<file path="src/rtl/mbox_pkg.sv">
// Shared types for the mailbox message engine.
package mbox_pkg;
    localparam int HDR_BYTES = 4;

    typedef enum logic [1:0] {
        MB_OK       = 2'b00,
        MB_MISMATCH = 2'b01,
        MB_TIMEOUT  = 2'b10
    } mb_status_e;

    typedef enum logic [3:0] {
        S_IDLE, S_TX_HDR, S_TX_PAY, S_RX_HDR, S_RX_CHK,
        S_RX_PAY, S_RX_OUT, S_RX_DRAIN, S_FIN
    } mb_state_e;
endpackage

</file>
<file path="src/rtl/mbox_poll_timer.sv">
// Poll pacing and timeout for one mailbox flag wait.
// Assumes: clear is high whenever no wait is in progress; active low
// freezes the wait (stalled local stream) without losing progress.
module mbox_poll_timer #(
    parameter int POLL_CYC    = 4,
    parameter int TIMEOUT_CYC = 64
) (
    input  logic clk,
    input  logic rst_n,
    input  logic clear,
    input  logic active,
    input  logic flag_ok,
    output logic go,
    output logic tmo
);
    localparam int MAX_POLLS = (TIMEOUT_CYC + POLL_CYC - 1) / POLL_CYC;
    localparam int PW = $clog2(POLL_CYC + 1);
    localparam int FW = $clog2(MAX_POLLS + 1);

    logic [PW-1:0] phase;
    logic [FW-1:0] fails;
    logic          poll_now;

    // A poll happens on phase zero of each interval.
    assign poll_now = active && (phase == '0);
    assign go       = poll_now && flag_ok;
    assign tmo      = poll_now && !flag_ok && (fails == FW'(MAX_POLLS - 1));

    // Advance the interval phase and count failed polls.
    always_ff @(posedge clk) begin
        if (!rst_n || clear || go || tmo) begin
            phase <= '0;
            fails <= '0;
        end else if (active) begin
            phase <= (phase == PW'(POLL_CYC - 1)) ? '0 : phase + 1'b1;
            if (poll_now) fails <= fails + 1'b1;
        end
    end
endmodule

</file>
<file path="src/rtl/mbox_hdr_unit.sv">
// Header byte selection for sends and header comparison for receives.
// Assumes: byte index 0..3 follows the wire order opcode, module, len hi, len lo.
module mbox_hdr_unit (
    input  logic [1:0]  idx,
    input  logic [7:0]  exp_op,
    input  logic [7:0]  exp_mod,
    input  logic [15:0] exp_len,
    input  logic [7:0]  got_op,
    input  logic [7:0]  got_mod,
    input  logic [15:0] got_len,
    output logic [7:0]  tx_byte,
    output logic        match
);
    // Pick the header byte for the current send position.
    always_comb begin
        unique case (idx)
            2'd0:    tx_byte = exp_op;
            2'd1:    tx_byte = exp_mod;
            2'd2:    tx_byte = exp_len[15:8];
            default: tx_byte = exp_len[7:0];
        endcase
    end

    assign match = (got_op == exp_op) && (got_mod == exp_mod) && (got_len == exp_len);
endmodule

</file>
<file path="src/rtl/mbox_msg_engine.sv">
// Host-side framer/checker for byte messages through a mailbox.
// Assumes: mb_rd_data shows the head byte while mb_empty is low and
// mb_rd_en pops it in that cycle; mb_wr_en pushes mb_wr_data.
module mbox_msg_engine
    import mbox_pkg::*;
#(
    parameter int POLL_CYC    = 4,
    parameter int TIMEOUT_CYC = 64,
    parameter int RD_W        = 32
) (
    input  logic            clk,
    input  logic            rst_n,
    input  logic            start,
    input  logic            dir_rx,
    input  logic [7:0]      cmd_opcode,
    input  logic [7:0]      cmd_module,
    input  logic [15:0]     cmd_len,
    input  logic [7:0]      tx_data,
    input  logic            tx_valid,
    output logic            tx_ready,
    output logic [7:0]      rx_data,
    output logic            rx_valid,
    input  logic            rx_ready,
    input  logic            mb_full,
    output logic            mb_wr_en,
    output logic [7:0]      mb_wr_data,
    input  logic            mb_empty,
    output logic            mb_rd_en,
    input  logic [RD_W-1:0] mb_rd_data,
    output logic            busy,
    output logic            done,
    output logic [1:0]      status
);
    mb_state_e   state;
    logic [1:0]  idx;
    logic [15:0] cnt;
    logic [7:0]  c_op, c_mod;
    logic [15:0] c_len;
    logic [7:0]  rh [HDR_BYTES];
    logic [7:0]  hold;
    mb_status_e  stat;

    logic is_tx, in_wait, flag_ok, active, go, tmo, match;
    logic [7:0] hdr_byte;
    logic [RD_W-9:0] unused_hi;

    assign unused_hi = mb_rd_data[RD_W-1:8];

    assign is_tx   = (state == S_TX_HDR) || (state == S_TX_PAY);
    assign in_wait = is_tx || (state == S_RX_HDR) || (state == S_RX_PAY) ||
                     (state == S_RX_DRAIN);
    assign flag_ok = is_tx ? !mb_full : !mb_empty;
    assign active  = in_wait && ((state != S_TX_PAY) || tx_valid);

    mbox_poll_timer #(.POLL_CYC(POLL_CYC), .TIMEOUT_CYC(TIMEOUT_CYC)) timer_i (
        .clk(clk), .rst_n(rst_n), .clear(!in_wait), .active(active),
        .flag_ok(flag_ok), .go(go), .tmo(tmo)
    );

    mbox_hdr_unit hdr_i (
        .idx(idx), .exp_op(c_op), .exp_mod(c_mod), .exp_len(c_len),
        .got_op(rh[0]), .got_mod(rh[1]), .got_len({rh[2], rh[3]}),
        .tx_byte(hdr_byte), .match(match)
    );

    assign mb_wr_en   = go && is_tx;
    assign mb_wr_data = (state == S_TX_PAY) ? tx_data : hdr_byte;
    assign tx_ready   = go && (state == S_TX_PAY);
    assign mb_rd_en   = go && !is_tx;
    assign rx_valid   = (state == S_RX_OUT);
    assign rx_data    = hold;
    assign busy       = (state != S_IDLE);
    assign done       = (state == S_FIN);
    assign status     = stat;

    // Transaction sequencer: header, payload, check, drain, finish.
    always_ff @(posedge clk) begin
        if (!rst_n) begin
            state <= S_IDLE;
            idx   <= '0;
            cnt   <= '0;
            c_op  <= '0;
            c_mod <= '0;
            c_len <= '0;
            hold  <= '0;
            stat  <= MB_OK;
            for (int i = 0; i < HDR_BYTES; i++) rh[i] <= '0;
        end else begin
            unique case (state)
                S_IDLE: if (start) begin
                    c_op  <= cmd_opcode;
                    c_mod <= cmd_module;
                    c_len <= cmd_len;
                    idx   <= '0;
                    state <= dir_rx ? S_RX_HDR : S_TX_HDR;
                end
                S_TX_HDR: if (tmo) begin
                    stat <= MB_TIMEOUT; state <= S_FIN;
                end else if (go) begin
                    idx <= idx + 1'b1;
                    if (idx == 2'd3) begin
                        cnt <= c_len;
                        if (c_len == '0) begin stat <= MB_OK; state <= S_FIN; end
                        else state <= S_TX_PAY;
                    end
                end
                S_TX_PAY: if (tmo) begin
                    stat <= MB_TIMEOUT; state <= S_FIN;
                end else if (go) begin
                    cnt <= cnt - 1'b1;
                    if (cnt == 16'd1) begin stat <= MB_OK; state <= S_FIN; end
                end
                S_RX_HDR: if (tmo) begin
                    stat <= MB_TIMEOUT; state <= S_FIN;
                end else if (go) begin
                    rh[idx] <= mb_rd_data[7:0];
                    idx     <= idx + 1'b1;
                    if (idx == 2'd3) state <= S_RX_CHK;
                end
                S_RX_CHK: if (match) begin
                    cnt <= c_len;
                    if (c_len == '0) begin stat <= MB_OK; state <= S_FIN; end
                    else state <= S_RX_PAY;
                end else begin
                    cnt <= {rh[2], rh[3]};
                    if ({rh[2], rh[3]} == 16'd0) begin stat <= MB_MISMATCH; state <= S_FIN; end
                    else state <= S_RX_DRAIN;
                end
                S_RX_PAY: if (tmo) begin
                    stat <= MB_TIMEOUT; state <= S_FIN;
                end else if (go) begin
                    hold  <= mb_rd_data[7:0];
                    state <= S_RX_OUT;
                end
                S_RX_OUT: if (rx_ready) begin
                    cnt <= cnt - 1'b1;
                    if (cnt == 16'd1) begin stat <= MB_OK; state <= S_FIN; end
                    else state <= S_RX_PAY;
                end
                S_RX_DRAIN: if (tmo) begin
                    stat <= MB_TIMEOUT; state <= S_FIN;
                end else if (go) begin
                    cnt <= cnt - 1'b1;
                    if (cnt == 16'd1) begin stat <= MB_MISMATCH; state <= S_FIN; end
                end
                default: state <= S_IDLE;
            endcase
        end
    end
endmodule

</file>
<file path="config.mk">
export PLATFORM = sky130hd
export DESIGN_NAME = mbox_msg_engine
export DESIGN_NICKNAME = d
export VERILOG_FILES = /design/src/rtl/mbox_pkg.sv /design/src/rtl/mbox_poll_timer.sv /design/src/rtl/mbox_hdr_unit.sv /design/src/rtl/mbox_msg_engine.sv
export SDC_FILE = /design/constraint.sdc
export NUM_CORES = 1
export LEC_CHECK = 0
export BUFFER_PORTS_ARGS = -buffer_cell sky130_fd_sc_hd__buf_2
export CORE_UTILIZATION = 51
export CTS_BUF_LIST = sky130_fd_sc_hd__clkbuf_8 sky130_fd_sc_hd__clkbuf_16
export DETAILED_ROUTE_END_ITERATION = 8
export HOLD_SLACK_MARGIN = 0.06
export PLACE_DENSITY = 0.82
export RECOVER_POWER = 100
export SYNTH_ARGS = -nofsm -noshare
export SYNTH_HDL_FRONTEND = slang
export SYNTH_SLANG_ARGS = --single-unit
</file>
<file path="constraint.sdc">
create_clock -name clk -period 3.4 [get_ports clk]
set_clock_uncertainty 0.2 [all_clocks]
set_input_delay 0.34 -clock clk [delete_from_list [all_inputs] [get_ports clk]]
set_output_delay 0.34 -clock clk [all_outputs]
set_load 0.05 [all_outputs]
</file>
# Yosys cells after proc, flatten, opt, wreduce, memory -nomap -nowiden
# Memories as Yosys holds them, arrays and structs flattened.
# Index checks and enable logic that the tools add are counted.
# word_totals
regBits,72
ram_bits,32
elab_cells,159
memories,1
# classes
addsub,4
eq_ne,39
n_mux,60
n_bitwise,1
reduce_logical,44
# mem_list
name,words,word_bits,read_ports,rd_ports_with_merged_regs,wr,line_no,source
rh,4,8,4,0,4,mbox_msg_engine.sv:39,logic [7:0] rh [HDR_BYTES];
# ops
op,count
$mux 16,7
$mux 4,18
$pmux 16 s4,1
$mux 2,19
$logic_not 16->1,2
$pmux 4 s7,1
$pmux 8 s3,1
$ne 3x2->1 const B,6
$reduce_and 9->1,2
$eq 16x1->1 const B,1
$eq 16x16->1,1
$eq 4x3->1 const B,4
$eq 8x8->1,2
$mux 8,2
$sub 16x1->16 const B,1
$ne 3x1->1 const B,5
$pmux 2 s6,1
$logic_and 1x1->1,10
$ne 2x1->1 const B,5
$ne 2x2->1 const B,5
$eq 4x2->1 const B,2
$logic_or 1x1->1,8
$mux 1,8
$reduce_bool 4->1,2
other kinds (25),34

# Logic depth before layout (Yosys ltp)
# logic_depth
ltp_word,15
depth_mapped,11
depth_no_buf,10

# By module
# From an unflattened synthesis, not the netlist that was laid out.
# unflattened
hier_cells,628
area_unflattened_um2,5838.1
# by_module_without_submodules
module,n_inst,cells_each,area_per_inst_um2,seq_area_each_um2
mbox_msg_engine,1,525,4850.9,2242.2
mbox_hdr_unit,1,53,541.8,0.0
mbox_poll_timer,1,50,445.4,160.2

# Worst setup path before layout
# Ideal clock, no wire load.
# synth_path
kind,register to output
startpoint,register state[2]
endpoint,output port mb_rd_en
arrival_ns,2.609
required_ns,2.860
setup_slack_ns,0.251
stages_incl_launch_ff,6
path_cell_list,dfxtp_1 > clkbuf_1 > clkbuf_1 > clkbuf_1 > nor3_1 > nor4_1
# synth_between
elab_chain_len,9
# synth_rtl
item,line_no,source
from (decl),mbox_msg_engine.sv:34,mb_state_e state;
from (signal assigned),mbox_msg_engine.sv:95,state <= dir_rx ? S_RX_HDR : S_TX_HDR;
$eq 4x1->1 or $eq 4x2->1 (tied branches),mbox_msg_engine.sv:49,assign is_tx = (state == S_TX_HDR) || (state == S_TX_PAY);
$logic_or 1x1->1,mbox_msg_engine.sv:49,
$logic_or 1x1->1 (3 in series),mbox_msg_engine.sv:50,assign in_wait = is_tx || (state == S_RX_HDR) || (state == S_RX_PAY) ||
$logic_and 1x1->1,mbox_msg_engine.sv:53,assign active = in_wait && ((state != S_TX_PAY) || tx_valid);
$logic_and 1x1->1,mbox_poll_timer.sv:25,assign poll_now = active && (phase == '0);
$logic_and 1x1->1,mbox_poll_timer.sv:26,assign go = poll_now && flag_ok;
$logic_and 1x1->1 (*),mbox_msg_engine.sv:69,assign mb_rd_en = go && !is_tx;
to (decl),mbox_msg_engine.sv:28,"output logic mb_rd_en,"
# Every way passes the cells marked *; elsewhere a longest branch is shown, timed or not.

# Final worst setup path
# layout_path
startpoint,register state[1]
endpoint,output port mb_wr_data[1]
# layout_between
elab_chain_len,2
# layout_rtl
item,line_no,source
$eq 4x2->1,mbox_msg_engine.sv:67,assign mb_wr_data = (state == S_TX_PAY) ? tx_data : hdr_byte;
$mux 8,mbox_msg_engine.sv:67,
to (decl),mbox_msg_engine.sv:26,"output logic [7:0] mb_wr_data,"
# No other way between the ends.

==> results.cfg <==
[status]
status = complete, no violations

[min_path]
hold_path_class = input port to flip-flop

[floorplan]
die_area_mm2 = 0.0115
die_x_um = 107
core.rowCount = 38
dieHeight_um = 107
core-area_mm2 = 0.0108
io_pins = 104
initial_core_util = 0.522

[clock_network]
h-tree-depth = 3
clock_path_buffers = 2
clkSinkCount = 104
root_buffer = clkbuf_8
cts.repair.resized = 0
cts_tree = yes
cts_buffers = 9
clkTransAtPathRegs_ps = 110
clock_latency_ps = 400

[logic_synthesis]
synthArstFlopShare = 0
synth.distinct_cells = 61
yosysSeqAreaShare = 0.426
yosysTopAreaCell = dfxtp_1
synth_top_cell_area_share = 0.256
ys_top_cells_by_count = nand2_1 (103), dfxtp_1 (72), o21ai_0 (47)
netlist_top_cells_area = dfxtp_1 (26%), edfxtp_1 (17%), nand2_1 (6.9%)
yosysMostFrequentCell = nand2_1
synth-edff-count = 32
synth_fp_nets = 744
synth_cells = 654
synth.cell_area_mm2 = 0.00563
synth_seq_cells = 104
yosys_most_used_dff = dfxtp_1
ys_warn_count = 0
synth.avg_cell_area_um2 = 8.61

[placement]
placed_cells = 850
gp_congestion = 0.933
pre_cts_slack_ps = 361
hpwlAfterDp_mm = 12.0
io_buffers = 79

[detailed_routing]
first_pass_iters = 7
drc = 0
dr_total_vias = 5686
wl_per_cell_um = 19.7
routed_wl_mm = 17.7
avgViaCountPerCell = 6.32
drt_iter0_drc = 878
final_antenna_net_count = 0

[layout]
layout.nets = 844
syn2layout_area_growth_pct = 18.5
n_antenna_cell = 0
drive_gt1_frac = 0.137
layoutNonFillerInstCount = 899
num-fill-cells = 890
multi_input_area_mm2 = 0.00299
regArea_mm2 = 0.00240

[timing]
finalSetupViolCount = 0
setup_slack_ps = 268
rsz0062_at_grt = no
timing.final.crit_share = 0.921
max-slew-margin-rel = 0.508
max_freq_ghz = 0.319
tightest_slew_ps = 731
drv_slew = 0
hold_violations = 0
fin_setup_tns_ps = 0
period_minus_slack_ps = 3130

[critical_path]
cp-start-kind = flip-flop
path_max_fanout = 22
critPathArrivalTime_ps = 2590
worstSetupPathType = flip-flop to primary output
worstPathRequired_ps = 2860
worstSetupEndpointType = primary output

[grt]
gr-total-overflow = 0
grt_max_degree = 52
antenna_found_initial = 0
grt_pass1_wl_mm = 28.0
grtUsageTotal = 0.320
grt_pass1_vias = 5442

[pwr]
total_power_w = 0.00491
ir_drop_uv = 454
p_leak_nw = 2.74
p_per_area_mw_per_mm2 = 735

[flow_run]
maxCapViolCount = 0
[final timing paths]
| path | slack [ps] | end | cells after the start | startpoint |
|---|---|---|---|---|
| max | 270 | mb_wr_data[1] | 6 | state[1] |
| min | 80 | rx_data[3] | 3 | mb_rd_data[3] |
| max reg2reg | 280 | rh[2][5] | 8 | state[0] |
| min reg2reg | 270 | timer_i.phase[2] | 2 | timer_i.phase[2] |
[power by group]
| group | switching (W) | internal [W] |
|---|---|---|
| logic | 0.00152 | 0.000812 |
| registers | 0.000249 | 0.00145 |
| clock network | 0.000510 | 0.000366 |
[worst max-delay path, stage by stage (launching register included)]
cell	delay (ps)
dfxtp_1	380
buf_4	260
nor2b_1	280
and2_0	630
nand2_1	150
o21ai_0	160
clkbuf_2	340
[logic make-up after synthesis]
family,share of synthesized area
DFF,0.426
buffers and inverters,0.0386
muxes,0.0218
AOI/OAI and AO/OA,0.179
xor gates and xnor gates,0.0653
adders and majority gates,0.0222
and+or+nand+nor,0.247
[state kept, by name, indices dropped and copies added, names as in the netlist, 4 cells and up]
register,flops
rh,32
c_len,16
cnt,16
c_mod,8
c_op,8
rx_data,8
timer_i.fails,5
state,4
[area by class of cell]
type                            count  share of cell area
Clock buffer                        9              0.0185
Clock inverter                      7              0.0152
Inverter                           13             0.00731
Multi-Input combinational cell    496               0.448
Sequential cell                   104               0.360
Tap cell                          140              0.0262
Timing Repair Buffer              130               0.125
[stage by stage]
step           hold WS (ps)  area (µm²)  utilization
5_1_grt                73.6        6680        0.619
4_1_cts                63.5        6730        0.623
3_3_place_gp            235        6170        0.572
2_1_floorplan           226        5630            -
6_report               76.2        6680        0.619
3_5_place_dp            256        6170        0.572
[layout by cell type, fill, tap and decap left out, types with 16 or more instances in the layout]
master,count
nand3_1,16
dlygate4sd3_1,33
nor4_1,26
buf_2,56
a21oi_1,45
dfxtp_1,72
nand2_1,103
xor2_1,36
and2_0,19
nor2_1,44
clkbuf_1,17
and3_1,17
edfxtp_1,32
o21ai_0,47
[routing by layer]
metal / global-route usage / share of wire / routed length (µm) / up-vias
li1: - / - / - / 2562
met1: 0.394 / 0.38 / 6760 / 2653
met2: 0.537 / 0.47 / 8420 / 376
met3: 0.0602 / 0.097 / 1710 / 95
met4: 0.154 / 0.048 / 846 / 0
met5: 0 / 0 / 0 / -
[timing repair]
item,4_1_cts,5_1_grt
buffers inserted,0,0
hold buffers,33,0
endpoints found under the hold margin,33,0
Note: power is estimated with default switching activity, not from simulation.
